==> config.mk <==
export PLATFORM = sky130hd
export DESIGN_NAME = acq_sequencer
export DESIGN_NICKNAME = d
export VERILOG_FILES = /design/src/rtl/acq_pkg.sv /design/src/rtl/acq_tick.sv /design/src/rtl/acq_ctrl.sv /design/src/rtl/acq_datapath.sv /design/src/rtl/acq_sequencer.sv
export SDC_FILE = /design/constraint.sdc
export NUM_CORES = 1
export LEC_CHECK = 0
export BUFFER_PORTS_ARGS = -buffer_cell sky130_fd_sc_hd__buf_2
export CAP_MARGIN = 20
export CORE_ASPECT_RATIO = 0.9
export CORE_MARGIN = 2
export CORE_UTILIZATION = 57
export CTS_BUF_LIST = sky130_fd_sc_hd__clkbuf_8
export DETAILED_ROUTE_END_ITERATION = 8
export PLACE_DENSITY = 0.82
export SLEW_MARGIN = 10
export SYNTH_ARGS = -nofsm -noshare
export SYNTH_HDL_FRONTEND = slang
export SYNTH_SLANG_ARGS = --single-unit
==> constraint.sdc <==
create_clock -name clk -period 7.3 [get_ports clk]
set_input_delay 1.095 -clock clk [delete_from_list [all_inputs] [get_ports clk]]
set_output_delay 1.095 -clock clk [all_outputs]
set_load 0.02 [all_outputs]
==> src/rtl/acq_pkg.sv <==
package acq_pkg;
  typedef enum logic [1:0] {
    ST_IDLE   = 2'd0,
    ST_SAMPLE = 2'd1,
    ST_SLOT   = 2'd2,
    ST_DELAY  = 2'd3
  } seqState_t;

  // strobes from control to datapath
  typedef struct packed {
    logic slotFirst;  // hold ends, first slot begins
    logic slotNext;   // slot ends and another slot follows
    logic slotEnd;    // any slot ends
    logic inSlot;     // a conversion slot is active
  } seqStrobe_t;
endpackage

==> src/rtl/acq_tick.sv <==
module acq_tick #(
  parameter int CLK_DIV = 4
) (
  input  logic clk,
  input  logic rstN,
  output logic tick,
  output logic phase2
);
  localparam int DIV_W = (CLK_DIV > 2) ? $clog2(CLK_DIV) : 1;
  localparam logic [DIV_W-1:0] DIV_LAST = DIV_W'(CLK_DIV - 1);
  localparam logic [DIV_W-1:0] DIV_HALF = DIV_W'(CLK_DIV / 2);

  logic [DIV_W-1:0] divCnt;

  always_ff @(posedge clk or negedge rstN) begin
    if (!rstN) divCnt <= '0;
    else if (divCnt == DIV_LAST) divCnt <= '0;
    else divCnt <= divCnt + 1'b1;
  end

  assign tick   = (divCnt == DIV_LAST);
  // control bits settle in the first half; commands use the second
  assign phase2 = (divCnt >= DIV_HALF);
endmodule

==> src/rtl/acq_ctrl.sv <==
module acq_ctrl
  import acq_pkg::*;
#(
  parameter int SAMPLE_TICKS = 8,
  parameter int SLOT_TICKS   = 11,
  parameter int DELAY_W      = 16
) (
  input  logic               clk,
  input  logic               rstN,
  input  logic               tick,
  input  logic               phase2,
  input  logic               initCmd,
  input  logic               startCmd,
  input  logic               stopCmd,
  input  logic               curLast,
  input  logic [DELAY_W-1:0] delayVal,
  output seqStrobe_t         strobe,
  output logic               running,
  output logic               sampleHold,
  output logic               convStart
);
  localparam int CNT_MAX = (SAMPLE_TICKS > SLOT_TICKS) ? SAMPLE_TICKS : SLOT_TICKS;
  localparam int CNT_W   = $clog2(CNT_MAX + 1);
  localparam logic [CNT_W-1:0] SAMPLE_LAST = CNT_W'(SAMPLE_TICKS - 1);
  localparam logic [CNT_W-1:0] SLOT_LAST   = CNT_W'(SLOT_TICKS - 1);

  seqState_t          state;
  logic [CNT_W-1:0]   tickCnt;
  logic [DELAY_W-1:0] dlyCnt;
  logic               sampleDone;
  logic               slotDone;

  assign sampleDone = (state == ST_SAMPLE) && tick && (tickCnt == SAMPLE_LAST);
  assign slotDone   = (state == ST_SLOT) && tick && (tickCnt == SLOT_LAST);

  assign strobe.slotFirst = sampleDone;
  assign strobe.slotEnd   = slotDone;
  assign strobe.slotNext  = slotDone && !curLast;
  assign strobe.inSlot    = (state == ST_SLOT);

  assign sampleHold = (state == ST_SAMPLE);
  assign convStart  = (state == ST_SLOT) && (tickCnt == '0) && phase2;

  always_ff @(posedge clk or negedge rstN) begin
    if (!rstN) begin
      state   <= ST_IDLE;
      tickCnt <= '0;
      dlyCnt  <= '0;
      running <= 1'b0;
    end else if (initCmd) begin
      state   <= ST_IDLE;
      tickCnt <= '0;
      dlyCnt  <= '0;
      running <= 1'b0;
    end else begin
      if (stopCmd) running <= 1'b0;
      else if (startCmd) running <= 1'b1;

      if (tick) begin
        case (state)
          ST_IDLE: begin
            if (running) begin
              state   <= ST_SAMPLE;
              tickCnt <= '0;
            end
          end
          ST_SAMPLE: begin
            if (tickCnt == SAMPLE_LAST) begin
              state   <= ST_SLOT;
              tickCnt <= '0;
            end else begin
              tickCnt <= tickCnt + 1'b1;
            end
          end
          ST_SLOT: begin
            if (tickCnt == SLOT_LAST) begin
              tickCnt <= '0;
              if (curLast) begin
                if (delayVal == '0) begin
                  state <= running ? ST_SAMPLE : ST_IDLE;
                end else begin
                  state  <= ST_DELAY;
                  dlyCnt <= delayVal;
                end
              end
            end else begin
              tickCnt <= tickCnt + 1'b1;
            end
          end
          ST_DELAY: begin
            if (dlyCnt <= DELAY_W'(1)) state <= running ? ST_SAMPLE : ST_IDLE;
            else dlyCnt <= dlyCnt - 1'b1;
          end
          default: state <= ST_IDLE;
        endcase
      end
    end
  end
endmodule

==> src/rtl/acq_datapath.sv <==
module acq_datapath
  import acq_pkg::*;
#(
  parameter int CH_W    = 4,
  parameter int DATA_W  = 12,
  parameter int DELAY_W = 16
) (
  input  logic                 clk,
  input  logic                 rstN,
  input  logic                 initCmd,
  input  logic                 errClr,
  input  logic                 listWe,
  input  logic [CH_W-1:0]      listAddr,
  input  logic [CH_W:0]        listData,
  input  logic                 delayWe,
  input  logic [DELAY_W-1:0]   delayData,
  input  logic                 adcStatus,
  input  logic [DATA_W-1:0]    adcData,
  input  logic                 dmaAck,
  input  seqStrobe_t           strobe,
  output logic [CH_W-1:0]      muxAddr,
  output logic                 curLast,
  output logic [DELAY_W-1:0]   delayVal,
  output logic [CH_W+DATA_W-1:0] dmaWord,
  output logic                 dmaReq,
  output logic                 convErr
);
  localparam int DEPTH = 1 << CH_W;

  logic [CH_W:0]   listMem [DEPTH];
  logic [CH_W-1:0] ptr;
  logic [CH_W-1:0] ptrNext;
  logic            statusQ;
  logic            captured;
  logic            fallSeen;
  logic            slotTimeout;
  logic            overrun;

  assign ptrNext     = ptr + 1'b1;
  // the last list entry always closes the scan
  assign curLast     = listMem[ptr][CH_W] | (&ptr);
  assign fallSeen    = statusQ & ~adcStatus & strobe.inSlot & ~captured;
  assign slotTimeout = strobe.slotEnd & ~captured & ~fallSeen;
  assign overrun     = fallSeen & dmaReq & ~dmaAck;

  always_ff @(posedge clk or negedge rstN) begin
    if (!rstN) begin
      for (int i = 0; i < DEPTH; i++) listMem[i] <= '0;
    end else if (listWe) begin
      listMem[listAddr] <= listData;
    end
  end

  always_ff @(posedge clk or negedge rstN) begin
    if (!rstN) delayVal <= '0;
    else if (delayWe) delayVal <= delayData;
  end

  always_ff @(posedge clk or negedge rstN) begin
    if (!rstN) begin
      statusQ  <= 1'b0;
      ptr      <= '0;
      muxAddr  <= '0;
      captured <= 1'b0;
      dmaWord  <= '0;
      dmaReq   <= 1'b0;
      convErr  <= 1'b0;
    end else begin
      statusQ <= adcStatus;

      if (strobe.slotFirst) begin
        ptr     <= '0;
        muxAddr <= listMem[0][CH_W-1:0];
      end else if (strobe.slotNext) begin
        ptr     <= ptrNext;
        muxAddr <= listMem[ptrNext][CH_W-1:0];
      end

      if (strobe.slotFirst || strobe.slotEnd) captured <= 1'b0;
      else if (fallSeen) captured <= 1'b1;

      if (fallSeen) dmaWord <= {muxAddr, adcData};

      if (initCmd) begin
        dmaReq  <= 1'b0;
        convErr <= 1'b0;
      end else begin
        if (fallSeen) dmaReq <= 1'b1;
        else if (dmaAck) dmaReq <= 1'b0;

        if (slotTimeout || overrun) convErr <= 1'b1;
        else if (errClr) convErr <= 1'b0;
      end
    end
  end
endmodule

==> src/rtl/acq_sequencer.sv <==
module acq_sequencer
  import acq_pkg::*;
#(
  parameter int CLK_DIV      = 4,
  parameter int SAMPLE_TICKS = 8,
  parameter int SLOT_TICKS   = 11,
  parameter int DELAY_W      = 16,
  parameter int CH_W         = 4,
  parameter int DATA_W       = 12
) (
  input  logic                   clk,
  input  logic                   rstN,
  input  logic                   initCmd,
  input  logic                   startCmd,
  input  logic                   stopCmd,
  input  logic                   errClr,
  input  logic                   listWe,
  input  logic [CH_W-1:0]        listAddr,
  input  logic [CH_W:0]          listData,
  input  logic                   delayWe,
  input  logic [DELAY_W-1:0]     delayData,
  input  logic                   adcStatus,
  input  logic [DATA_W-1:0]      adcData,
  input  logic                   dmaAck,
  output logic                   sampleHold,
  output logic [CH_W-1:0]        muxAddr,
  output logic                   convStart,
  output logic [CH_W+DATA_W-1:0] dmaWord,
  output logic                   dmaReq,
  output logic                   running,
  output logic                   convErr
);
  logic               tick;
  logic               phase2;
  logic               curLast;
  logic [DELAY_W-1:0] delayVal;
  seqStrobe_t         strobe;

  acq_tick #(.CLK_DIV(CLK_DIV)) u_tick (
    .clk(clk), .rstN(rstN), .tick(tick), .phase2(phase2)
  );

  acq_ctrl #(
    .SAMPLE_TICKS(SAMPLE_TICKS), .SLOT_TICKS(SLOT_TICKS), .DELAY_W(DELAY_W)
  ) u_ctrl (
    .clk(clk), .rstN(rstN), .tick(tick), .phase2(phase2),
    .initCmd(initCmd), .startCmd(startCmd), .stopCmd(stopCmd),
    .curLast(curLast), .delayVal(delayVal), .strobe(strobe),
    .running(running), .sampleHold(sampleHold), .convStart(convStart)
  );

  acq_datapath #(
    .CH_W(CH_W), .DATA_W(DATA_W), .DELAY_W(DELAY_W)
  ) u_dp (
    .clk(clk), .rstN(rstN), .initCmd(initCmd), .errClr(errClr),
    .listWe(listWe), .listAddr(listAddr), .listData(listData),
    .delayWe(delayWe), .delayData(delayData),
    .adcStatus(adcStatus), .adcData(adcData), .dmaAck(dmaAck),
    .strobe(strobe), .muxAddr(muxAddr), .curLast(curLast),
    .delayVal(delayVal), .dmaWord(dmaWord), .dmaReq(dmaReq),
    .convErr(convErr)
  );
endmodule

**Word level (Yosys, flattened, before mapping)**

Index checks and enable logic that the tools add are counted.

- Register bits after elaboration: 149
- Input port bits: 47
- Output and inout bits: 25
- Word-level logic and storage cells: 141

- Add/subtract/negate cells: 4
- $lt $le $gt $ge: 6
- Equality and inequality tests: 13
- Mux-type cells: 48
- Bitwise gates (word level): 15
- Reductions and logical operators: 26

Operators with widths:

| kind | number |
|---|---|
| 2-to-1 mux 16 bit | 6 |
| bitwise mux 80 bit | 1 |
| 2-to-1 mux 4 bit | 11 |
| binary-select mux 5 bit (select 4 bit) | 2 |
| case mux 16 bit (2 select lines) | 1 |
| demux 5 bit (select 4 bit) | 1 |
| 2-to-1 mux 2 bit | 9 |
| less-or-equal comparator 16 x 1 -> 1 bit (second input constant) | 1 |
| logical NOT 16 bit | 1 |
| subtractor 16 x 1 -> 16 bit (second input constant) | 1 |
| >= comparator 5 bit (second input constant) | 3 |
| 2-to-1 mux 5 bit | 3 |
| NOT 4 -> 5 bit | 3 |
| 2-to-1 mux 1 bit | 12 |
| != test 3 bit (second input constant) | 4 |
| case mux 4 bit (3 select lines) | 1 |
| AND reduction 6 bit | 2 |
| nonzero test 3 bit | 4 |
| != test 3 x 2 -> 1 bit (second input constant) | 3 |
| adder 4 x 1 -> 4 bit (second input constant) | 2 |
| logical AND 1 bit | 8 |
| case mux 2 bit (4 select lines) | 1 |
| bitwise AND 1 bit | 7 |
| == test 2 bit (second input constant) | 3 |
| 16 further kinds | 22 |

**Logic depth before layout (Yosys ltp)**

Gate-level depths: netlist of run 1.

- Depth after elaboration: 10
- Mapped depth: 9
- Gate-level depth less buffers: 8

**Hierarchy**

A second synthesis of run 1 with hierarchy kept.

- Cells, all modules: 599
- Area, all modules: 7264.5 um^2

Modules (own cells, without submodules):

| module | instances | cells each | area an instance (um^2) | seq. area each (um^2) |
|---|---|---|---|---|
| acq_datapath | 1 | 380 | 5436.5 | 3103.0 |
| acq_ctrl | 1 | 211 | 1735.4 | 575.6 |
| acq_tick | 1 | 8 | 92.6 | 50.0 |

**Worst setup path before layout of run 1**

OpenSTA, ideal clock, no wires.

- Path kind: register -> output
- Start point: register u_ctrl.state[0]
- End point: output convStart
- Data arrival time: 1.601 ns
- Required time: 6.205 ns
- Path slack: 4.604 ns
- Stages on the path, launching flop included: 6
- Buffers on the path: 1
- Cell sequence: dfrtp_1 inv_1 ha_1 buf_2 nand2_1 nor4_1

- Word-level cells in the longest chain between the ends: 3

RTL lines:

| item | RTL line | source |
|---|---|---|
| start: declaration | acq_ctrl.sv:27 | `seqState_t state;` |
| start signal: assignment | acq_ctrl.sv:80 | `state <= running ? ST_SAMPLE : ST_IDLE;` |
| start signal: assignment | acq_ctrl.sv:91 | `if (dlyCnt <= DELAY_W'(1)) state <= running ? ST_SAMPLE : ST_IDLE;` |
| == test 2 bit | acq_ctrl.sv:42 | `assign convStart = (state == ST_SLOT) && (tickCnt == '0) && phase2;` |
| logical AND 1 bit (2 in a row) | acq_ctrl.sv:42 |  |
| end: declaration | acq_sequencer.sv:27 | `output logic convStart,` |

Every way passes these cells.

**Worst setup path in the final report of run 1**

Ends and elaborated chain as after synthesis.

==> results of run 1 <==
==> per-layer routing <==
layer | GRT usage (%) | up-vias
met1 | 34.42 | 2622
met4 | 8.712 | 0
met5 | 0 | -
met2 | 42.58 | 174
met3 | 6.636 | 36
li1 | - | 2280
==> power breakdown <==
group	internal, uW	switching [uW]
Combinational	158	127
Clock	351	331
Sequential	949	78.4
Total	1460	536
==> cell type report <==
cell class | instances | area [um^2] | area share [%]
Clock buffer | 18 | 247.7 | 3.028
Inverter | 16 | 60.06 | 0.7341
Tap cell | 164 | 205.2 | 2.508
Timing Repair Buffer | 74 | 384.1 | 4.695
Multi-Input combinational cell | 388 | 3379 | 41.31
Sequential cell | 149 | 3729 | 45.57
Clock inverter | 14 | 176.4 | 2.156
==> cells in the final DEF (no fill, tap or decap), types with 4 or more instances in the layout <==
master	netlist	final
nand2_1	27	27
nor2b_1	6	6
a22oi_1	5	5
inv_1	15	16
o21ai_0	26	26
buf_2	4	70
nor3_1	10	10
nand4_1	9	9
o2bb2ai_1	11	11
nor2_1	35	35
a21o_1	4	4
nand3_1	7	7
clkbuf_8	0	18
or3_1	7	7
a21oi_1	15	15
nor4_1	9	9
o22ai_1	4	4
mux2i_1	15	15
dfrtp_1	149	149
nand2b_1	7	7
ha_1	13	13
nand3b_1	6	6
o31ai_1	5	5
mux2_2	112	112
mux4_2	20	20
==> stage by stage <==
step / utilization [%] / setup WS (ps) / cell area [um^2] / hold slack [ps] / total power [uW]
floorplan: - / 4604 / 7276 / 432.2 / 1217
global placement: 61.62 / 4584 / 7757 / 443.4 / 1299
detailed placement: 61.62 / 4446 / 7757 / 466.7 / 1323
CTS: 64.99 / 4135 / 8182 / 477.4 / 2002
global route: 64.99 / 4009 / 8182 / 495.7 / 2080
finish: 64.99 / 4185 / 8182 / 469.4 / 1994
==> path summary, 6_finish.rpt <==
kind	from	to	slack, ps	cells after the start
min reg2reg	u_tick.divCnt[0]	u_tick.divCnt[0]	470	1
min	u_tick.divCnt[0]	u_tick.divCnt[0]	470	1
max in group asynchronous	rstN	u_dp.listMem[68]	5390	2
max reg2reg	u_dp.ptr[0]	u_ctrl.dlyCnt[11]	4400	7
min in group asynchronous	rstN	u_ctrl.tickCnt[1]	720	1
max	u_ctrl.state[0]	convStart	4180	5
==> critical path, cell delays in order (launching register included) <==
cell     delay, ps
dfrtp_1        430
inv_1          130
ha_1           420
nand2_1         90
nor4_1         280
buf_2          220
==> kinds of logic after synthesis <==
family	after synthesis	share of synthesized area (%)
compound gates	90	8.702
xor+xnor	3	0.3612
fa+ha+maj	13	2.236
buf+inv	41	2.390
simple gates	135	9.475
mux	147	25.59
flops	149	51.25
==> state kept, by name, indices dropped and copies added (netlist names), 4 cells and up <==
register,cells
u_dp.listMem,80
u_dp.muxAddr,4
u_dp.dmaWord,16
u_dp.ptr,4
u_ctrl.tickCnt,4
u_ctrl.dlyCnt,16
u_dp.delayVal,16
==> impl_metrics.csv, run 1 <==
group,metric,value,unit
grt,grt_util_all_layers,26.21,%
worst_setup_path,required,6200,ps
floorplanning,die_w,123.1,um
placement,dp.cells,791,
routing,antenna_left,0,
sta,setup_tns,0,ps
clocking,ctsResizeCount,0,
pwr,powerDensity,243.7,mW/mm^2
synthesis,postSynthAreaPerCell,12.59,um^2
synthesis,synthFlopType,"dfrtp_1",
layout,syn2layout_area_growth,12.45,%
routing,route.detailed.drc,0,
floorplanning,die_area,0.01369,mm^2
clocking,insertion_delay,460,ps
synthesis,synthesis.instances,578,
layout,drive_above_1_share,37.48,%
synthesis,synth_top_area_cell,"dfrtp_1",
synthesis,yosysWarnings,0,
synthesis,synth_edf_count,0,
floorplanning,die_y,111.2,um
clocking,cts.sink_count,149,
placement,dpl.hpwl,11460,um
synthesis,synth_cell_types,54,
clocking,cts_hold_buf,0,
sta,rsz0062_at_grt,"false",
synthesis,ys_seq_area_share,51.25,%
routing,route.met3.wl,893,um
sta,min_period_over_period,42.68,%
layout,fill_cells,929,
worst_hold_path,hp-class,"flop to flop",
routing,viasPerCell,6.211,
routing,post_drt_wl_per_cell,20.21,um
sta,report.final.hold_viol_count,0,
clocking,cts_max_level,4,
worst_setup_path,crit_arrival,2020,ps
synthesis,synth.top_cell.area_share,51.25,%
clocking,cts_made_buffers,17,
grt,first_global_vias,5309,
routing,top_layer,"met4",
sta,drv_slew,0,
synthesis,yosysMostFrequentCell,"dfrtp_1",
synthesis,yosys-top-cells-area,"dfrtp_1, mux2_2, mux4_2, ha_1, mux2i_1",
run,maxCapViolCount,0,
synthesis,synth_area,0.007276,mm^2
pwr,vdd_drop_max,0.0002414,V
sta,post-route-min-period,3115,ps
layout,stdcell_count,823,
sta,max_freq,321.0,MHz
grt,grt_max_degree,96,
worst_setup_path,end_kind,"output port",
worst_setup_path,worstPathMaxFanout,11,
synthesis,yosys-top-cells-count,"dfrtp_1, mux2_2, nor2_1, nand2_1, o21ai_0",
synthesis,syn_nets,638,
clocking,clockBufferDepth,2,
routing,wl_met1,6948,um
layout,fin_nets,706,
clocking,cts_tree,"done",
layout,n_antenna_cell,0,
status,status,"finished, final reports clean",
clocking,clockRootBuffer,"clkbuf_8",
floorplanning,rows,39,
floorplanning,ios,72,
worst_setup_path,cp-start-kind,"flop",
sta,skew,15.82,ps
grt,grt_overflow,0,
synthesis,synth_seq_cells,149,
clocking,postCtsSetupBuffers,0,
floorplanning,start_util,57.79,%
sta,slew_headroom,35.82,%
clocking,clk_pin_slew_worst_paths,80,ps
routing,drt_iter0_drc,509,
placement,portBuffers,71,
routing,firstDrtPassIters,6,
placement,gp_congestion,0.9180,
routing,drt_wl_total,16630,um
pwr,leakagePower,0.003613,uW
grt,antenna_found_initial,0,
grt,grt_pass1_wl,27570,um
worst_setup_path,worstSetupPathType,"flop to output port",
sta,setup_viol,0,
sta,worstMarginPinSlew,953.9,ps
synthesis,synthArstFlopShare,100.0,%
floorplanning,fp.coreArea,0.01259,mm^2
routing,wl_met2,8448,um
routing,vias,5112,
No activity file was read; power rests on OpenSTA's default activity.
==> inputs of run 2 (changes only) <==
- CORE_UTILIZATION: 57 -> 55
- PLACE_DENSITY: 0.82 -> 0.83
- clock period: 7.3 -> 2.55 ns (I/O delays scaled with it)
==> impl_metrics.csv, run 2 (synthesis gave the netlist of run 1 again) <==
group,metric,value,unit
status,status,"finished, final reports clean",
floorplanning,die_area,0.01417,mm^2
worst_setup_path,crit_arrival,2720,ps
pwr,clockPowerShare,36.1,%
clocking,cts_max_level,4,
routing,vias,5200,
pwr,seq_power_share,49.8,%
layout,layout_commonest_cell,"dfrtp_1",
grt,grt_pass1_wl,28290,um
floorplanning,ios,72,
clocking,clockRootBuffer,"clkbuf_8",
grt,grt_overflow,0,
worst_setup_path,end_kind,"flop",
run,maxCapViolCount,0,
floorplanning,start_util,56.91,%
sta,setup_tns,0,ps
sta,slew_headroom,55.90,%
layout,syn2layout_area_growth,15.27,%
worst_setup_path,cp-start-kind,"flop",
pwr,powerDensity,705.8,mW/mm^2
layout,final_cell_mix,"dfrtp_1, mux2_2, buf_2",
layout,regMostFlops,"u_dp.listMem",
layout,n_antenna_cell,0,
floorplanning,fp.coreArea,0.01278,mm^2
routing,antenna_left,0,
grt,grt_max_degree,70,
floorplanning,die_w,125.2,um
pwr,intPower,4297,uW
routing,drt_wl_total,17070,um
floorplanning,rows,39,
placement,dpl.hpwl,11840,um
pwr,leakagePower,0.003723,uW
clocking,cts_made_buffers,17,
placement,gp_congestion,0.8839,
worst_setup_path,required,2880,ps
clocking,cts.sink_count,149,
worst_hold_path,hp-class,"primary input to flop",
pwr,switching_share,27.42,%
routing,route.detailed.drc,0,
routing,drt_iter0_drc,470,
routing,viasPerCell,6.198,
pwr,combPwrFrac,14.1,%
sta,min_period_over_period,93.47,%
sta,max_freq,419.6,MHz
pwr,p_switching,1623,uW
routing,post_drt_wl_per_cell,20.35,um
grt,first_global_vias,5525,
sta,setup_viol,0,
sta,skew,8.838,ps
sta,worstMarginPinSlew,659.1,ps
sta,report.final.hold_viol_count,0,
sta,post-route-min-period,2383,ps
clocking,insertion_delay,460,ps
grt,grt_util_all_layers,25.31,%
layout,drive_above_1_share,39.41,%
placement,portBuffers,71,
clocking,cts_tree,"done",
pwr,vdd_drop_max,0.0005085,V
layout,fin_nets,722,
worst_setup_path,worstSetupPathType,"flop to flop",
worst_setup_path,worstPathMaxFanout,17,
grt,antenna_found_initial,0,
routing,firstDrtPassIters,5,
layout,post-route-util,65.60,%
sta,rsz0062_at_grt,"false",
sta,drv_slew,0,
layout,largest_reg_flops,80,
clocking,postCtsSetupBuffers,0,
clocking,clockBufferDepth,2,
worst_setup_path,rrSetupSlack,170,ps
floorplanning,die_y,113.1,um
clocking,clk_pin_slew_worst_paths,90,ps
-- run 2: cell count changes in the layout (fill, tap and decap cells not counted), moves of 2 or more --
| cell | delta |
|---|---|
| clkinvlp_4 | -2 |
| buf_12 | +2 |
| clkinv_2 | -2 |
| dfrtp_1 | -2 |
| buf_4 | +13 |
| inv_6 | +5 |
| clkinv_4 | -2 |
| dfrtp_2 | +2 |
-- run 2: worst max-delay path, stage by stage (launching register included) --
cell and delay, ps:
dfrtp_1 520, buf_4 400, mux4_2 570, mux4_2 510
mux2i_1 160, o21ai_0 100
-- run 2: layout make-up --
cell class	instances	area [um^2]
clock buffers	17	234.0
clock inverters	15	231.5
fillers	928	4398
inverters	16	60.06
multi-input cells	388	3393
flip-flops and latches	149	3731
well taps	164	205.2
repair buffers	90	531.8
-- run 2: worst paths after layout --
path                                  startpoint                 to  cells after the start
worst max-delay path                 u_dp.ptr[0]    u_dp.muxAddr[1]                      5
min in group asynchronous                   rstN  u_ctrl.tickCnt[0]                      2
worst min register to register  u_tick.divCnt[0]   u_tick.divCnt[0]                      1
worst min-delay path                   adcStatus       u_dp.statusQ                      1
worst max register to register       u_dp.ptr[0]    u_dp.muxAddr[1]                      5
max in group asynchronous                   rstN    u_dp.muxAddr[2]                      3
-- run 2: repair_timing --
item                                   in CTS  in global routing
hold buffers                                1                  0
setup endpoints to repair                   0                 13
endpoints found under the hold margin      66                  0
resized for setup                           0                  4
-- run 2: power groups by stage --
| stage | sequential (uW) | combinational, uW | clock (uW) |
|---|---|---|---|
| after floorplan | 2910 | 577 | 0 |
| after global placement | 2950 | 779 | 0 |
| after detailed placement | 2980 | 823 | 0 |
| after CTS | 2940 | 837 | 2170 |
| after global routing | 2980 | 909 | 2250 |
| final | 2950 | 835 | 2130 |
-- run 2: stage by stage --
stage	area, um^2	power [uW]	setup WS [ps]	hold slack, ps	std cells
floorplan	7276	3485	111.2	86.91	578
global placement	7895	3726	262.7	422.8	806
detailed placement	7895	3805	186.2	427.4	806
CTS	8371	5947	168.0	41.95	839
global route	8387	6141	16.44	53.70	839
finish	8387	5920	166.6	64.31	839
-- run 2: layer usage --
metal,part of all wire [%],global-route usage (%),up-vias
met1,40,31.79,2646
met4,3.1,10.44,0
met5,0,0,-
met2,52,43.73,181
met3,4.2,4.634,52
li1,-,-,2321
